--- src/rtl/ide_cfgwin_pkg.sv ---
// Shared definitions for the IDE control-window sequencer.
// Offsets and codes are fixed by the software sequence that drives the block.
package ide_cfgwin_pkg;

    typedef enum logic [1:0] {
        KN_IDLE = 2'd0,
        KN_ONE  = 2'd1,
        KN_TWO  = 2'd2,
        KN_OPEN = 2'd3
    } knock_e;

    localparam logic [2:0] OFS_RDTIM  = 3'd0;
    localparam logic [2:0] OFS_WRTIM  = 3'd1;
    localparam logic [2:0] OFS_KEY    = 3'd2;
    localparam logic [2:0] OFS_CTRL   = 3'd3;
    localparam logic [2:0] OFS_STRAP  = 3'd5;
    localparam logic [2:0] OFS_SEL    = 3'd6;
    localparam logic [2:0] OFS_KNOCK  = 3'd1;

    localparam logic [7:0] KEY_UNLOCK = 8'h03;
    localparam logic [7:0] KEY_RELOCK = 8'h83;
    localparam logic [7:0] KEY_COMMIT = 8'h85;

endpackage

--- src/rtl/ide_knock_fsm.sv ---
// Knock detector and window state.
// Assumes io_rd and io_wr are one-cycle strobes and never both high.
// A non-matching access at any middle step returns to idle.
module ide_knock_fsm
    import ide_cfgwin_pkg::*;
#(
    parameter int DW = 8
) (
    input  logic          clk,
    input  logic          rst_n,
    input  logic [2:0]    io_addr,
    input  logic          io_rd,
    input  logic          io_wr,
    input  logic          io_wide,
    input  logic [DW-1:0] io_wdata,
    output logic          open_o
);

    knock_e state_q, state_d;
    logic   any_acc;
    logic   knock_rd;
    logic   key_wr;

    // Classify the current access
    always_comb begin
        any_acc  = io_rd | io_wr;
        knock_rd = io_rd & io_wide & (io_addr == OFS_KNOCK);
        key_wr   = io_wr & ~io_wide & (io_addr == OFS_KEY);
    end

    // Next-state selection for the knock sequence
    always_comb begin
        state_d = state_q;
        unique case (state_q)
            KN_IDLE: if (knock_rd) state_d = KN_ONE;
            KN_ONE:  if (knock_rd) state_d = KN_TWO;
                     else if (any_acc) state_d = KN_IDLE;
            KN_TWO:  if (key_wr && io_wdata[7:0] == KEY_UNLOCK) state_d = KN_OPEN;
                     else if (any_acc) state_d = KN_IDLE;
            KN_OPEN: if (key_wr && io_wdata[7:0] == KEY_RELOCK) state_d = KN_IDLE;
            default: state_d = KN_IDLE;
        endcase
    end

    // State register
    always_ff @(posedge clk) begin
        if (!rst_n) state_q <= KN_IDLE;
        else        state_q <= state_d;
    end

    assign open_o = (state_q == KN_OPEN);

endmodule

--- src/rtl/ide_cfg_regs.sv ---
// Window register bank: per-drive staging, selector and control.
// Writes land only while the window is open; reads are combinational.
// Produces a one-cycle commit pulse on the commit code.
module ide_cfg_regs
    import ide_cfgwin_pkg::*;
#(
    parameter int          DW        = 8,
    parameter int          NUM_DEV   = 2,
    parameter logic [7:0]  RST_TIM   = 8'h59,
    parameter logic [7:0]  RST_SEL   = 8'h30
) (
    input  logic                  clk,
    input  logic                  rst_n,
    input  logic                  open_i,
    input  logic [2:0]            io_addr,
    input  logic                  io_rd,
    input  logic                  io_wr,
    input  logic [DW-1:0]         io_wdata,
    input  logic                  strap_i,
    output logic [DW-1:0]         rdata_o,
    output logic                  rvalid_o,
    output logic [NUM_DEV*DW-1:0] rd_stage_o,
    output logic [NUM_DEV*DW-1:0] wr_stage_o,
    output logic [DW-1:0]         sel_o,
    output logic                  commit_o
);

    localparam int SEL_W = (NUM_DEV > 1) ? $clog2(NUM_DEV) : 1;

    logic [DW-1:0]    rd_stage [NUM_DEV];
    logic [DW-1:0]    wr_stage [NUM_DEV];
    logic [DW-1:0]    sel_q;
    logic [DW-1:0]    ctrl_q;
    logic [SEL_W-1:0] dev;
    logic             wr_en;

    assign dev   = sel_q[SEL_W-1:0];
    assign wr_en = open_i & io_wr;

    // Per-drive staging slots, loaded when the selector points at them
    for (genvar g = 0; g < NUM_DEV; g++) begin : g_stage
        always_ff @(posedge clk) begin
            if (!rst_n) begin
                rd_stage[g] <= RST_TIM;
                wr_stage[g] <= RST_TIM;
            end else if (wr_en && dev == SEL_W'(g)) begin
                if (io_addr == OFS_RDTIM) rd_stage[g] <= io_wdata;
                if (io_addr == OFS_WRTIM) wr_stage[g] <= io_wdata;
            end
        end
        assign rd_stage_o[g*DW +: DW] = rd_stage[g];
        assign wr_stage_o[g*DW +: DW] = wr_stage[g];
    end

    // Selector and control registers
    always_ff @(posedge clk) begin
        if (!rst_n) begin
            sel_q  <= RST_SEL;
            ctrl_q <= '0;
        end else if (wr_en) begin
            if (io_addr == OFS_SEL)  sel_q  <= io_wdata;
            if (io_addr == OFS_CTRL) ctrl_q <= io_wdata;
        end
    end

    // Commit strobe on the completion code
    assign commit_o = wr_en & (io_addr == OFS_CTRL) & (io_wdata[7:0] == KEY_COMMIT);

    // Read multiplexer for the open window
    always_comb begin
        rdata_o = '0;
        unique case (io_addr)
            OFS_RDTIM: rdata_o = rd_stage[dev];
            OFS_WRTIM: rdata_o = wr_stage[dev];
            OFS_CTRL:  rdata_o = ctrl_q;
            OFS_STRAP: rdata_o = {{(DW-1){1'b0}}, strap_i};
            OFS_SEL:   rdata_o = sel_q;
            default:   rdata_o = '0;
        endcase
    end

    assign rvalid_o = open_i & io_rd;
    assign sel_o    = sel_q;

endmodule

--- src/rtl/ide_tim_commit.sv ---
// Committed timing registers fed to the drive timing logic.
// All drives and the setup value update together on the commit pulse.
module ide_tim_commit #(
    parameter int          DW      = 8,
    parameter int          NUM_DEV = 2,
    parameter logic [7:0]  RST_TIM = 8'h59,
    parameter logic [7:0]  RST_SETUP = 8'h30
) (
    input  logic                  clk,
    input  logic                  rst_n,
    input  logic                  commit_i,
    input  logic [NUM_DEV*DW-1:0] rd_stage_i,
    input  logic [NUM_DEV*DW-1:0] wr_stage_i,
    input  logic [DW-1:0]         sel_i,
    output logic [NUM_DEV*DW-1:0] rd_tim_o,
    output logic [NUM_DEV*DW-1:0] wr_tim_o,
    output logic [DW-1:0]         setup_o
);

    localparam int            SEL_W      = (NUM_DEV > 1) ? $clog2(NUM_DEV) : 1;
    localparam logic [DW-1:0] SETUP_MASK = ~DW'((1 << SEL_W) - 1);

    // Per-drive committed bytes
    for (genvar g = 0; g < NUM_DEV; g++) begin : g_dev
        always_ff @(posedge clk) begin
            if (!rst_n) begin
                rd_tim_o[g*DW +: DW] <= RST_TIM;
                wr_tim_o[g*DW +: DW] <= RST_TIM;
            end else if (commit_i) begin
                rd_tim_o[g*DW +: DW] <= rd_stage_i[g*DW +: DW];
                wr_tim_o[g*DW +: DW] <= wr_stage_i[g*DW +: DW];
            end
        end
    end

    // Shared setup value, drive-select bits stripped
    always_ff @(posedge clk) begin
        if (!rst_n)        setup_o <= RST_SETUP;
        else if (commit_i) setup_o <= sel_i & SETUP_MASK;
    end

endmodule

--- src/rtl/ide_cfgwin.sv ---
// Top of the IDE control-window sequencer.
// Assumes one access per strobe cycle; tf_sel steers the task-file decode.
module ide_cfgwin #(
    parameter int          DW        = 8,
    parameter int          NUM_DEV   = 2,
    parameter logic [7:0]  RST_TIM   = 8'h59,
    parameter logic [7:0]  RST_SETUP = 8'h30
) (
    input  logic                  clk,
    input  logic                  rst_n,
    input  logic [2:0]            io_addr,
    input  logic                  io_rd,
    input  logic                  io_wr,
    input  logic                  io_wide,
    input  logic [DW-1:0]         io_wdata,
    input  logic                  bus_clk_25,
    output logic [DW-1:0]         cfg_rdata,
    output logic                  cfg_rvalid,
    output logic                  tf_sel,
    output logic                  window_open,
    output logic [NUM_DEV*DW-1:0] rd_timing,
    output logic [NUM_DEV*DW-1:0] wr_timing,
    output logic [DW-1:0]         setup_timing
);

    logic                  open_w;
    logic                  commit_w;
    logic [NUM_DEV*DW-1:0] rd_stage_w;
    logic [NUM_DEV*DW-1:0] wr_stage_w;
    logic [DW-1:0]         sel_w;

    ide_knock_fsm #(.DW(DW)) u_fsm (
        .clk      (clk),
        .rst_n    (rst_n),
        .io_addr  (io_addr),
        .io_rd    (io_rd),
        .io_wr    (io_wr),
        .io_wide  (io_wide),
        .io_wdata (io_wdata),
        .open_o   (open_w)
    );

    ide_cfg_regs #(
        .DW(DW), .NUM_DEV(NUM_DEV), .RST_TIM(RST_TIM), .RST_SEL(RST_SETUP)
    ) u_regs (
        .clk        (clk),
        .rst_n      (rst_n),
        .open_i     (open_w),
        .io_addr    (io_addr),
        .io_rd      (io_rd),
        .io_wr      (io_wr),
        .io_wdata   (io_wdata),
        .strap_i    (bus_clk_25),
        .rdata_o    (cfg_rdata),
        .rvalid_o   (cfg_rvalid),
        .rd_stage_o (rd_stage_w),
        .wr_stage_o (wr_stage_w),
        .sel_o      (sel_w),
        .commit_o   (commit_w)
    );

    ide_tim_commit #(
        .DW(DW), .NUM_DEV(NUM_DEV), .RST_TIM(RST_TIM), .RST_SETUP(RST_SETUP)
    ) u_commit (
        .clk        (clk),
        .rst_n      (rst_n),
        .commit_i   (commit_w),
        .rd_stage_i (rd_stage_w),
        .wr_stage_i (wr_stage_w),
        .sel_i      (sel_w),
        .rd_tim_o   (rd_timing),
        .wr_tim_o   (wr_timing),
        .setup_o    (setup_timing)
    );

    assign window_open = open_w;
    assign tf_sel      = ~open_w;

endmodule

--- config.mk ---
export PLATFORM = sky130hd
export DESIGN_NAME = ide_cfgwin
export DESIGN_NICKNAME = d
export VERILOG_FILES = /design/src/rtl/ide_cfgwin_pkg.sv /design/src/rtl/ide_knock_fsm.sv /design/src/rtl/ide_cfg_regs.sv /design/src/rtl/ide_tim_commit.sv /design/src/rtl/ide_cfgwin.sv
export SDC_FILE = /design/constraint.sdc
export NUM_CORES = 1
export LEC_CHECK = 0
export BUFFER_PORTS_ARGS = -buffer_cell sky130_fd_sc_hd__buf_4
export CAP_MARGIN = 20
export CORE_MARGIN = 2
export CORE_UTILIZATION = 50
export CTS_BUF_LIST = sky130_fd_sc_hd__clkbuf_2
export CTS_CLUSTER_DIAMETER = 80
export DETAILED_ROUTE_END_ITERATION = 10
export PLACE_DENSITY = 0.82
export SKIP_LAST_GASP = 1
export SYNTH_ARGS = -nofsm -noshare
export SYNTH_HDL_FRONTEND = slang
export SYNTH_HIERARCHICAL = 1
export SYNTH_SLANG_ARGS = --single-unit
--- constraint.sdc ---
create_clock -name clk -period 1.85 [get_ports clk]
set_input_delay 0.185 -clock clk [delete_from_list [all_inputs] [get_ports clk]]
set_output_delay 0.185 -clock clk [all_outputs]
set_load 0.01 [all_outputs]
==> impl_metrics.ini, run 1 <==
[outcome]
status = complete, but fails checks
violations = negative setup slack

[power_and_ir_drop]
ir_worst_vdd_uv = 281.2
pwr-share-seq_pct = 66.1
clkPwrFrac_pct = 26.4
p_sw_mw = 0.7904
leakage_nw = 1.759
powerDensity_nw_per_um2 = 621.7
share_comb_of_total_power_pct = 7.5
p_sw_share_pct = 25.29
p_int_mw = 2.335
p_total_mw = 3.125

[logic_synthesis]
syn_area_per_cell_um2 = 11.44
ys_seq_elements = 90
syn-cell-area_um2 = 4063
yosys_warnings = 6
yosysSeqAreaShare_pct = 52.23
synth_edf_count = 32
ys_types = 47
synth_nets = 372
ys.flop_type = dfxtp_1
synthArstFlopShare_pct = 0
syn_inst = 355

[critical_path]
crit_chain = buf_12 -> mux2_4 -> a221o_1 -> buf_6
timing.rr.start = u_fsm/state_q[0]
worstSetupEndpointType = output port
critPathBufInv = 2
r2r_cells = 7
max_stage_delay_ns = 0.46
crit_required_ns = 1.66
path_delay_family = flip-flops
cp.arrival_ns = 1.91
slowest_stage = dfxtp_4
rrSetupSlack_ns = 0.06
crit_fanout = 6
critPathKind = flip-flop to output port
crit_cells = 4
startpoint_type = flip-flop

[floorplan]
die_x_um = 94.14
fp.coreArea_um2 = 7807
rows = 32
die_h_um = 94.14
ios = 68
start_util_pct = 52.04
die_area_um2 = 8862

[timing]
hold_violations = 0
setup_viol = 8
final.setup.worst_slack_ns = -0.2480
fin_crit_sh_pct = 113.4
max_freq_mhz = 476.7
drv_slew = 0
skew_ns = 0.01814
rsz0062_at_grt = yes
fin_crit_ns = 2.098

[detailed_routing]
vias = 3009
drc = 0
drtIter0Drc = 195
antenna_left = 0
routed_wl_mm = 10.03
routed_via_density = 5.501
wire_per_inst_um = 18.34
dr.pass1.iters = 5

[worst_hold_path]
hold_class = input pin to flip-flop
min_from = io_rd
whs_path_depth = 4

[placement]
dp_cells = 516
io_buffer_count = 66
globalplace.congestion = 0.8831
placed_cell_area_um2 = 4687
pre_cts_ws_ns = 0.06575
hpwl_mm = 6.683

[clock_tree]
tritoncts = built
htreeDepth = 3
root_buffer = clkbuf_2
cts_sinks = 90
numCtsBuffers = 9
path_clk_slew_ns = 0.22
cts_buffer_depth = 2
insertion_delay_ns = 0.54

[cells_and_area]
fin_util_pct = 64.39
final_layout_size_suffix_gt1_share_pct = 29.21
fill_cells = 600
area_delta_synth_final_pct = 23.74
fin_area_um2 = 5027
antenna_cells = 0
layout.cells.non_filler = 547
layout.nets = 457

[global_route]
grt_pass1_vias = 2931
grt_pass1_wl_mm = 15.07
grt_max_degree = 38
antenna_found_initial = 0
grt_usage_pct = 22.86
gr-total-overflow = 0

[flow_run]
cap_violations = 0
## area by class of cell
| class | instances | area, um^2 | share of cell area, % |
|---|---|---|---|
| Sequential cell | 90 | 2131 | 42.38 |
| Multi-Input combinational cell | 240 | 1814 | 36.09 |
| Timing Repair Buffer | 97 | 864.6 | 17.20 |
| Inverter | 2 | 7.507 | 0.1493 |
| Clock inverter | 6 | 32.53 | 0.6471 |
| Tap cell | 102 | 127.6 | 2.539 |
| Clock buffer | 10 | 50.05 | 0.9955 |
## cells in the final DEF (no fill, tap or decap), types with 3 or more instances in the layout
cell type      synthesis  routed
clkinv_1               0       3
buf_4                  2      74
nor2b_1               26      26
mux2_4                 0       7
buf_6                  5       9
edfxtp_1              32      32
dlygate4sd3_1          0       8
nand2b_1               8       8
nand2_1               44      44
a221o_1                7       7
o21ai_0                5       3
dfxtp_1               58      55
buf_12                 2       3
or3_1                  9       9
nor2_1                 9       9
clkbuf_2               0      10
mux2i_1               64      62
and2_1                17      17
a22o_1                 7       7
## sequential cells by signal, indices dropped and copies added, names as in the netlist, named ones only
| name | count |
|---|---|
| u_commit/rd_tim_o | 16 |
| u_commit/setup_o | 7 |
| u_commit/wr_tim_o | 16 |
| u_fsm/state_q | 2 |
| u_regs/ctrl_q | 8 |
| u_regs/rd_stage | 16 |
| u_regs/sel_o | 8 |
| u_regs/wr_stage | 16 |
## cells in the mapped netlist, types with 5 or more instances
cell	instances	share of area, %
or3_1	9	1.4
a221o_1	7	1.7
nor2b_1	26	4.0
a22o_1	7	1.5
dfxtp_1	58	29
mux2i_1	64	16
nand2b_1	8	1.2
nand2_1	44	4.1
buf_2	5	0.62
mux2_2	8	2.2
nor2_1	9	0.83
edfxtp_1	32	24
and2_1	17	2.6
clkbuf_1	9	0.83
o21ai_0	5	0.62
buf_6	5	1.4
## power by group through the flow
stage	logic [mW]	registers (mW)	clock network, mW
2_1_floorplan	0.102	2.10	0
3_3_place_gp	0.204	2.11	0
3_5_place_dp	0.208	2.11	0
4_1_cts	0.230	2.07	0.848
5_1_grt	0.249	2.07	0.927
6_report	0.233	2.07	0.826
## per-layer routing
metal | wire length, um | GRT usage (%) | vias to the layer above | part of all wire, %
li1 | - | - | 1437 | -
met1 | 4136 | 28.55 | 1439 | 41
met2 | 4996 | 38.93 | 121 | 50
met3 | 753 | 4.735 | 12 | 7.5
met4 | 146 | 8.454 | 0 | 1.5
met5 | 0 | 0 | - | 0
## kinds of logic (layout without fill, tap and decap cells)
group | count (synthesis) | in the layout | share of synthesized area (%)
muxes | 72 | 72 | 17.99
AOI/OAI and AO/OA | 27 | 27 | 5.574
buffers and inverters | 25 | 115 | 4.373
and+or+nand+nor | 140 | 140 | 19.74
other | 1 | 1 | 0.09230
DFF | 90 | 90 | 52.23
## tightest hold or removal path, stage by stage
cell and delay (ns):
buf_4 0.10, o21ai_0 0.07, a21oi_1 0.20, o2bb2ai_2 0.08
## what timing repair did
item | 4_1_cts | 5_1_grt
hold buffers | 8 | 0
cloned | 1 | 1
endpoints found under the setup margin | 8 | 12
buffers inserted | 5 | 0
resized for setup | 20 | 5
pin swaps | 8 | 1
endpoints found under the hold margin | 49 | 0
## final timing paths
path,endpoint
max,cfg_rdata[1]
min,u_fsm/state_q[0]
max reg2reg,u_commit/wr_tim_o[0]
min reg2reg,u_regs/ctrl_q[0]
## metrics by stage
step                setup TNS, ns  hold slack (ns)
floorplan                 -0.5128           0.2926
global placement                0           0.4434
detailed placement              0           0.4469
CTS                        -2.027          0.05115
global route               -2.543          0.06818
finish                     -1.801           0.1088
Power figures use the tool's default switching activity.
==> run 2, diff against run 1 <==
Settings changed: BUFFER_PORTS_ARGS -buffer_cell sky130_fd_sc_hd__buf_4 to -buffer_cell sky130_fd_sc_hd__buf_2, SETUP_SLACK_MARGIN from default to 0.05.
==> impl_metrics.ini, run 2 (synthesis gave the netlist of run 1 again) <==
[clock_tree]
root_buffer = clkbuf_2
path_clk_slew_ns = 0.25
insertion_delay_ns = 0.52
numCtsBuffers = 9
cts_buffer_depth = 2
cts_sinks = 90
htreeDepth = 3
tritoncts = built

[power_and_ir_drop]
pwr-share-seq_pct = 65.3
powerDensity_nw_per_um2 = 639.6
p_total_mw = 3.167
p_int_mw = 2.336
share_comb_of_total_power_pct = 7.0
clkPwrFrac_pct = 27.7
ir_worst_vdd_uv = 372.7
p_sw_mw = 0.8302
leakage_nw = 1.776
p_sw_share_pct = 26.22

[placement]
placed_cell_area_um2 = 4559
dp_cells = 521
hpwl_mm = 6.706
globalplace.congestion = 0.8963
io_buffer_count = 66

[detailed_routing]
routed_wl_mm = 10.37
drtIter0Drc = 299
routed_via_density = 5.649
wire_per_inst_um = 18.59
drc = 0
dr.pass1.iters = 5
vias = 3152
antenna_left = 0

[critical_path]
critPathKind = flip-flop to output port
startpoint_type = flip-flop
crit_required_ns = 1.66
crit_chain = buf_12 -> mux2_4 -> a221o_1 -> buf_2
max_stage_delay_ns = 0.45
slowest_stage = dfxtp_4
worstSetupEndpointType = output port
crit_fanout = 7
cp.arrival_ns = 1.93

[global_route]
grt_pass1_vias = 2860
gr-total-overflow = 0
antenna_found_initial = 0
grt_max_degree = 42
grt_usage_pct = 22.04
grt_pass1_wl_mm = 14.82

[timing]
fin_crit_ns = 2.116
drv_slew = 0
final.setup.worst_slack_ns = -0.2659
rsz0062_at_grt = yes
relSlewSlack_pct = 64.84
worst_slew_pin_slew_ns = 0.5219
setup_viol = 8
holdWs_ns = 0.1047
skew_ns = 0.02083
hold_violations = 0
max_freq_mhz = 472.6
fin_crit_sh_pct = 114.4

[cells_and_area]
final_layout_size_suffix_gt1_share_pct = 31.14
area_delta_synth_final_pct = 21.87
layout.nets = 468
fin_area_um2 = 4951
final_cell_mix = 66 x buf_2, 64 x mux2i_1, 55 x dfxtp_1
layout_commonest_cell = buf_2
layout.cells.non_filler = 558
antenna_cells = 0

[outcome]
violations = negative setup slack
status = complete, but fails checks

[worst_hold_path]
hold_class = input pin to flip-flop

[floorplan]
die_h_um = 94.14
start_util_pct = 52.04
die_area_um2 = 8862
ios = 68
fp.coreArea_um2 = 7807
rows = 32
die_x_um = 94.14

[flow_run]
cap_violations = 0
==> run 2: critical path: cells and delay by family, from the launching register on <==
family,cells,cell delay (ns)
muxes,1,0.31
AOI/OAI and AO/OA,1,0.34
buffers and inverters,2,0.30
DFF,1,0.45
==> run 2: power by group through the flow <==
| stage | Combinational [mW] | Clock (mW) | Sequential [mW] |
|---|---|---|---|
| 4_1_cts | 0.214 | 0.877 | 2.07 |
| 5_1_grt | 0.237 | 0.961 | 2.07 |
| 6_report | 0.222 | 0.879 | 2.07 |
| 3_3_place_gp | 0.195 | 0 | 2.11 |
| 2_1_floorplan | 0.102 | 0 | 2.10 |
| 3_5_place_dp | 0.199 | 0 | 2.11 |
==> run 2: path summary, 6_finish.rpt <==
kind	end	slack, ns	cells after the start	startpoint
hold / removal	u_commit/rd_tim_o[6]	0.10	3	rst_n
setup reg to reg	u_commit/wr_tim_o[2]	0.06	7	u_fsm/state_q[0]
setup / recovery	cfg_rdata[4]	-0.27	4	flip-flop
hold reg to reg	u_regs/ctrl_q[0]	0.48	2	u_regs/ctrl_q[0]
==> run 2: stage by stage <==
step / setup TNS [ns] / setup WS, ns / util (%)
final: -1.830 / -0.2659 / 63.41
after detailed placement: 0 / 0.07611 / 58.40
after global routing: -2.423 / -0.3522 / 63.41
after global placement: 0 / 0.1666 / 58.40
after CTS: -1.790 / -0.2425 / 61.60
after floorplan: -0.5128 / -0.05128 / -
==> run 2: metal layers <==
| metal | up-vias | share of wire (%) | GRT usage (%) |
|---|---|---|---|
| met5 | - | 0 | 0 |
| li1 | 1464 | - | - |
| met2 | 154 | 49 | 36.25 |
| met4 | 0 | 1.4 | 6.039 |
| met3 | 17 | 7.5 | 3.130 |
| met1 | 1517 | 42 | 30.46 |
==> run 2: layout make-up <==
type,count,area [um^2]
multi-input combinational,240,1810
timing repair buffer,108,784.5
clock buffer,10,50.05
tap,102,127.6
fill,631,2856
inverter,2,7.507
sequential,90,2131
clock inverter,6,40.04
==> run 2: repair_timing <==
action | in CTS | in global routing
endpoints found under the setup margin | 8 | 42
setup buffers | 2 | 7
hold buffers | 7 | 0
hold endpoints to repair | 13 | 0
resized for setup | 14 | 1
pin swaps | 8 | 1
gates cloned | 1 | 4
==> run 3, diff against run 2 <==
==> constraint.sdc (replaced) <==
create_clock -name clk -period 1.85 [get_ports clk]
set_input_delay 0.555 -clock clk [delete_from_list [all_inputs] [get_ports clk]]
set_output_delay 0.555 -clock clk [all_outputs]
set_load 0.01 [all_outputs]
==> impl_metrics.ini, run 3 (synthesis gave the netlist of run 1 again) <==
[timing]
rsz0062_at_grt = yes
fin_crit_sh_pct = 131.7
drv_slew = 0
finalSetupTns_ns = -4.484
final.setup.worst_slack_ns = -0.5858
fin_crit_ns = 2.436
max_freq_mhz = 410.5
setup_viol = 10
hold_violations = 0
skew_ns = 0.04455

[cells_and_area]
layout.nets = 481
fin_util_pct = 65.18
final_layout_size_suffix_gt1_share_pct = 36.03
layout_commonest_cell = buf_2
area_delta_synth_final_pct = 25.25
final_cell_mix = 63 x buf_2, 61 x mux2i_1, 55 x dfxtp_1
antenna_cells = 0
fill_cells = 598

[clock_tree]
cts_buffer_depth = 2
numCtsBuffers = 9
path_clk_slew_ns = 0.28
cts_sinks = 90
htreeDepth = 3
insertion_delay_ns = 0.52
root_buffer = clkbuf_2
tritoncts = built

[critical_path]
crit_fanout = 6
rrSetupSlack_ns = 0.11
timing.rr.start = u_fsm/state_q[1]
crit_required_ns = 1.29
r2r_cells = 7
cp.arrival_ns = 1.88
worstSetupEndpointType = output port
r2r-end = u_commit/setup_o[4]
startpoint_type = flip-flop
critPathKind = flip-flop to output port

[global_route]
antenna_found_initial = 0
gr-total-overflow = 0
grt_pass1_vias = 3110
grt_max_degree = 33
grt_pass1_wl_mm = 16.08
grt_usage_pct = 24.34

[floorplan]
start_util_pct = 52.04
die_x_um = 94.14
die_h_um = 94.14
die_area_um2 = 8862
rows = 32
ios = 68
fp.coreArea_um2 = 7807

[worst_hold_path]
whs_path_depth = 4
min_from = io_wdata[5]
min_to = u_regs/ctrl_q[5]
hold_class = input pin to flip-flop

[outcome]
status = complete, but fails checks
violations = negative setup slack

[power_and_ir_drop]
ir_worst_vdd_uv = 278.6
powerDensity_nw_per_um2 = 636.0
leakage_nw = 1.860
p_total_mw = 3.236

[detailed_routing]
vias = 3205
drc = 0
drtIter0Drc = 272
routed_via_density = 5.613
antenna_left = 0
wire_per_inst_um = 18.77
dr.pass1.iters = 5
routed_wl_mm = 10.72

[placement]
io_buffer_count = 66
pre_cts_ws_ns = -0.4608
hpwl_mm = 7.408
globalplace.congestion = 0.9440

[flow_run]
cap_violations = 0
==> run 3: changes by cell type in the layout (fill, tap and decap cells not counted), sizes merged <==
cell	delta
clkbuf	-2
buf	+21
dlygate4sd3	-7
inv	+1
==> run 3: per-layer routing <==
layer	part of all wire, %	global-route usage (%)	wire length, um	up-vias
met5	0	0	0	-
met4	1.0	8.454	112	0
met3	10	4.735	1104	10
met2	50	41.43	5340	176
met1	39	30.85	4161	1537
li1	-	-	-	1482
==> run 3: area by class of cell <==
| cell class | count | area, um^2 | share of cell area [%] |
|---|---|---|---|
| well taps | 102 | 127.6 | 2.508 |
| clock inverters | 7 | 60.06 | 1.180 |
| flip-flops and latches | 90 | 2131 | 41.87 |
| repair buffers | 121 | 873.3 | 17.16 |
| inverters | 2 | 7.507 | 0.1475 |
| clock buffers | 9 | 45.04 | 0.8852 |
| multi-input cells | 240 | 1844 | 36.24 |
==> run 3: repair_timing <==
action	in CTS	in global routing
gates resized for setup	23	6
setup endpoints to repair	11	29
cloned	1	2
pin swaps	11	3
hold buffers	0	0
setup buffers	6	1
endpoints found under the hold margin	0	0
==> run 3: how the worst max path moves through the flow <==
| stage | slack [ns] | from | cells after the start | endpoint |
|---|---|---|---|---|
| after floorplan | -0.20 | io_addr[2] | 5 | cfg_rdata[1] |
| after global placement | -0.43 | io_addr[2] | 5 | cfg_rdata[7] |
| after detailed placement | -0.46 | io_addr[2] | 5 | cfg_rdata[5] |
| after CTS | -0.59 | flip-flop | 4 | cfg_rdata[5] |
| after global routing | -0.67 | flip-flop | 6 | cfg_rdata[6] |
| final | -0.59 | flip-flop | 6 | cfg_rdata[6] |
==> run 3: stage by stage <==
stage                     hold WS, ns  area [um^2]  cells
after floorplan                0.4305         4121    355
after global placement         0.4426         4752    545
after detailed placement       0.4513         4752    545
after CTS                      0.4198         5009    568
after global routing           0.4128         5089    571
final                          0.4496         5089    571
==> run 3: critical path, cell delays in order, from the launching register on <==
cell and delay [ns]:
dfxtp_4 0.44, buf_16 0.14, buf_6 0.10, mux2i_2 0.22, nor2_1 0.07, a221o_1 0.28
buf_2 0.15
==> run 3: where the power goes <==
part           switching (mW)  internal, mW
clock                   0.720         0.207
sequential            0.00850          2.06
combinational           0.138         0.105
total                   0.866          2.37
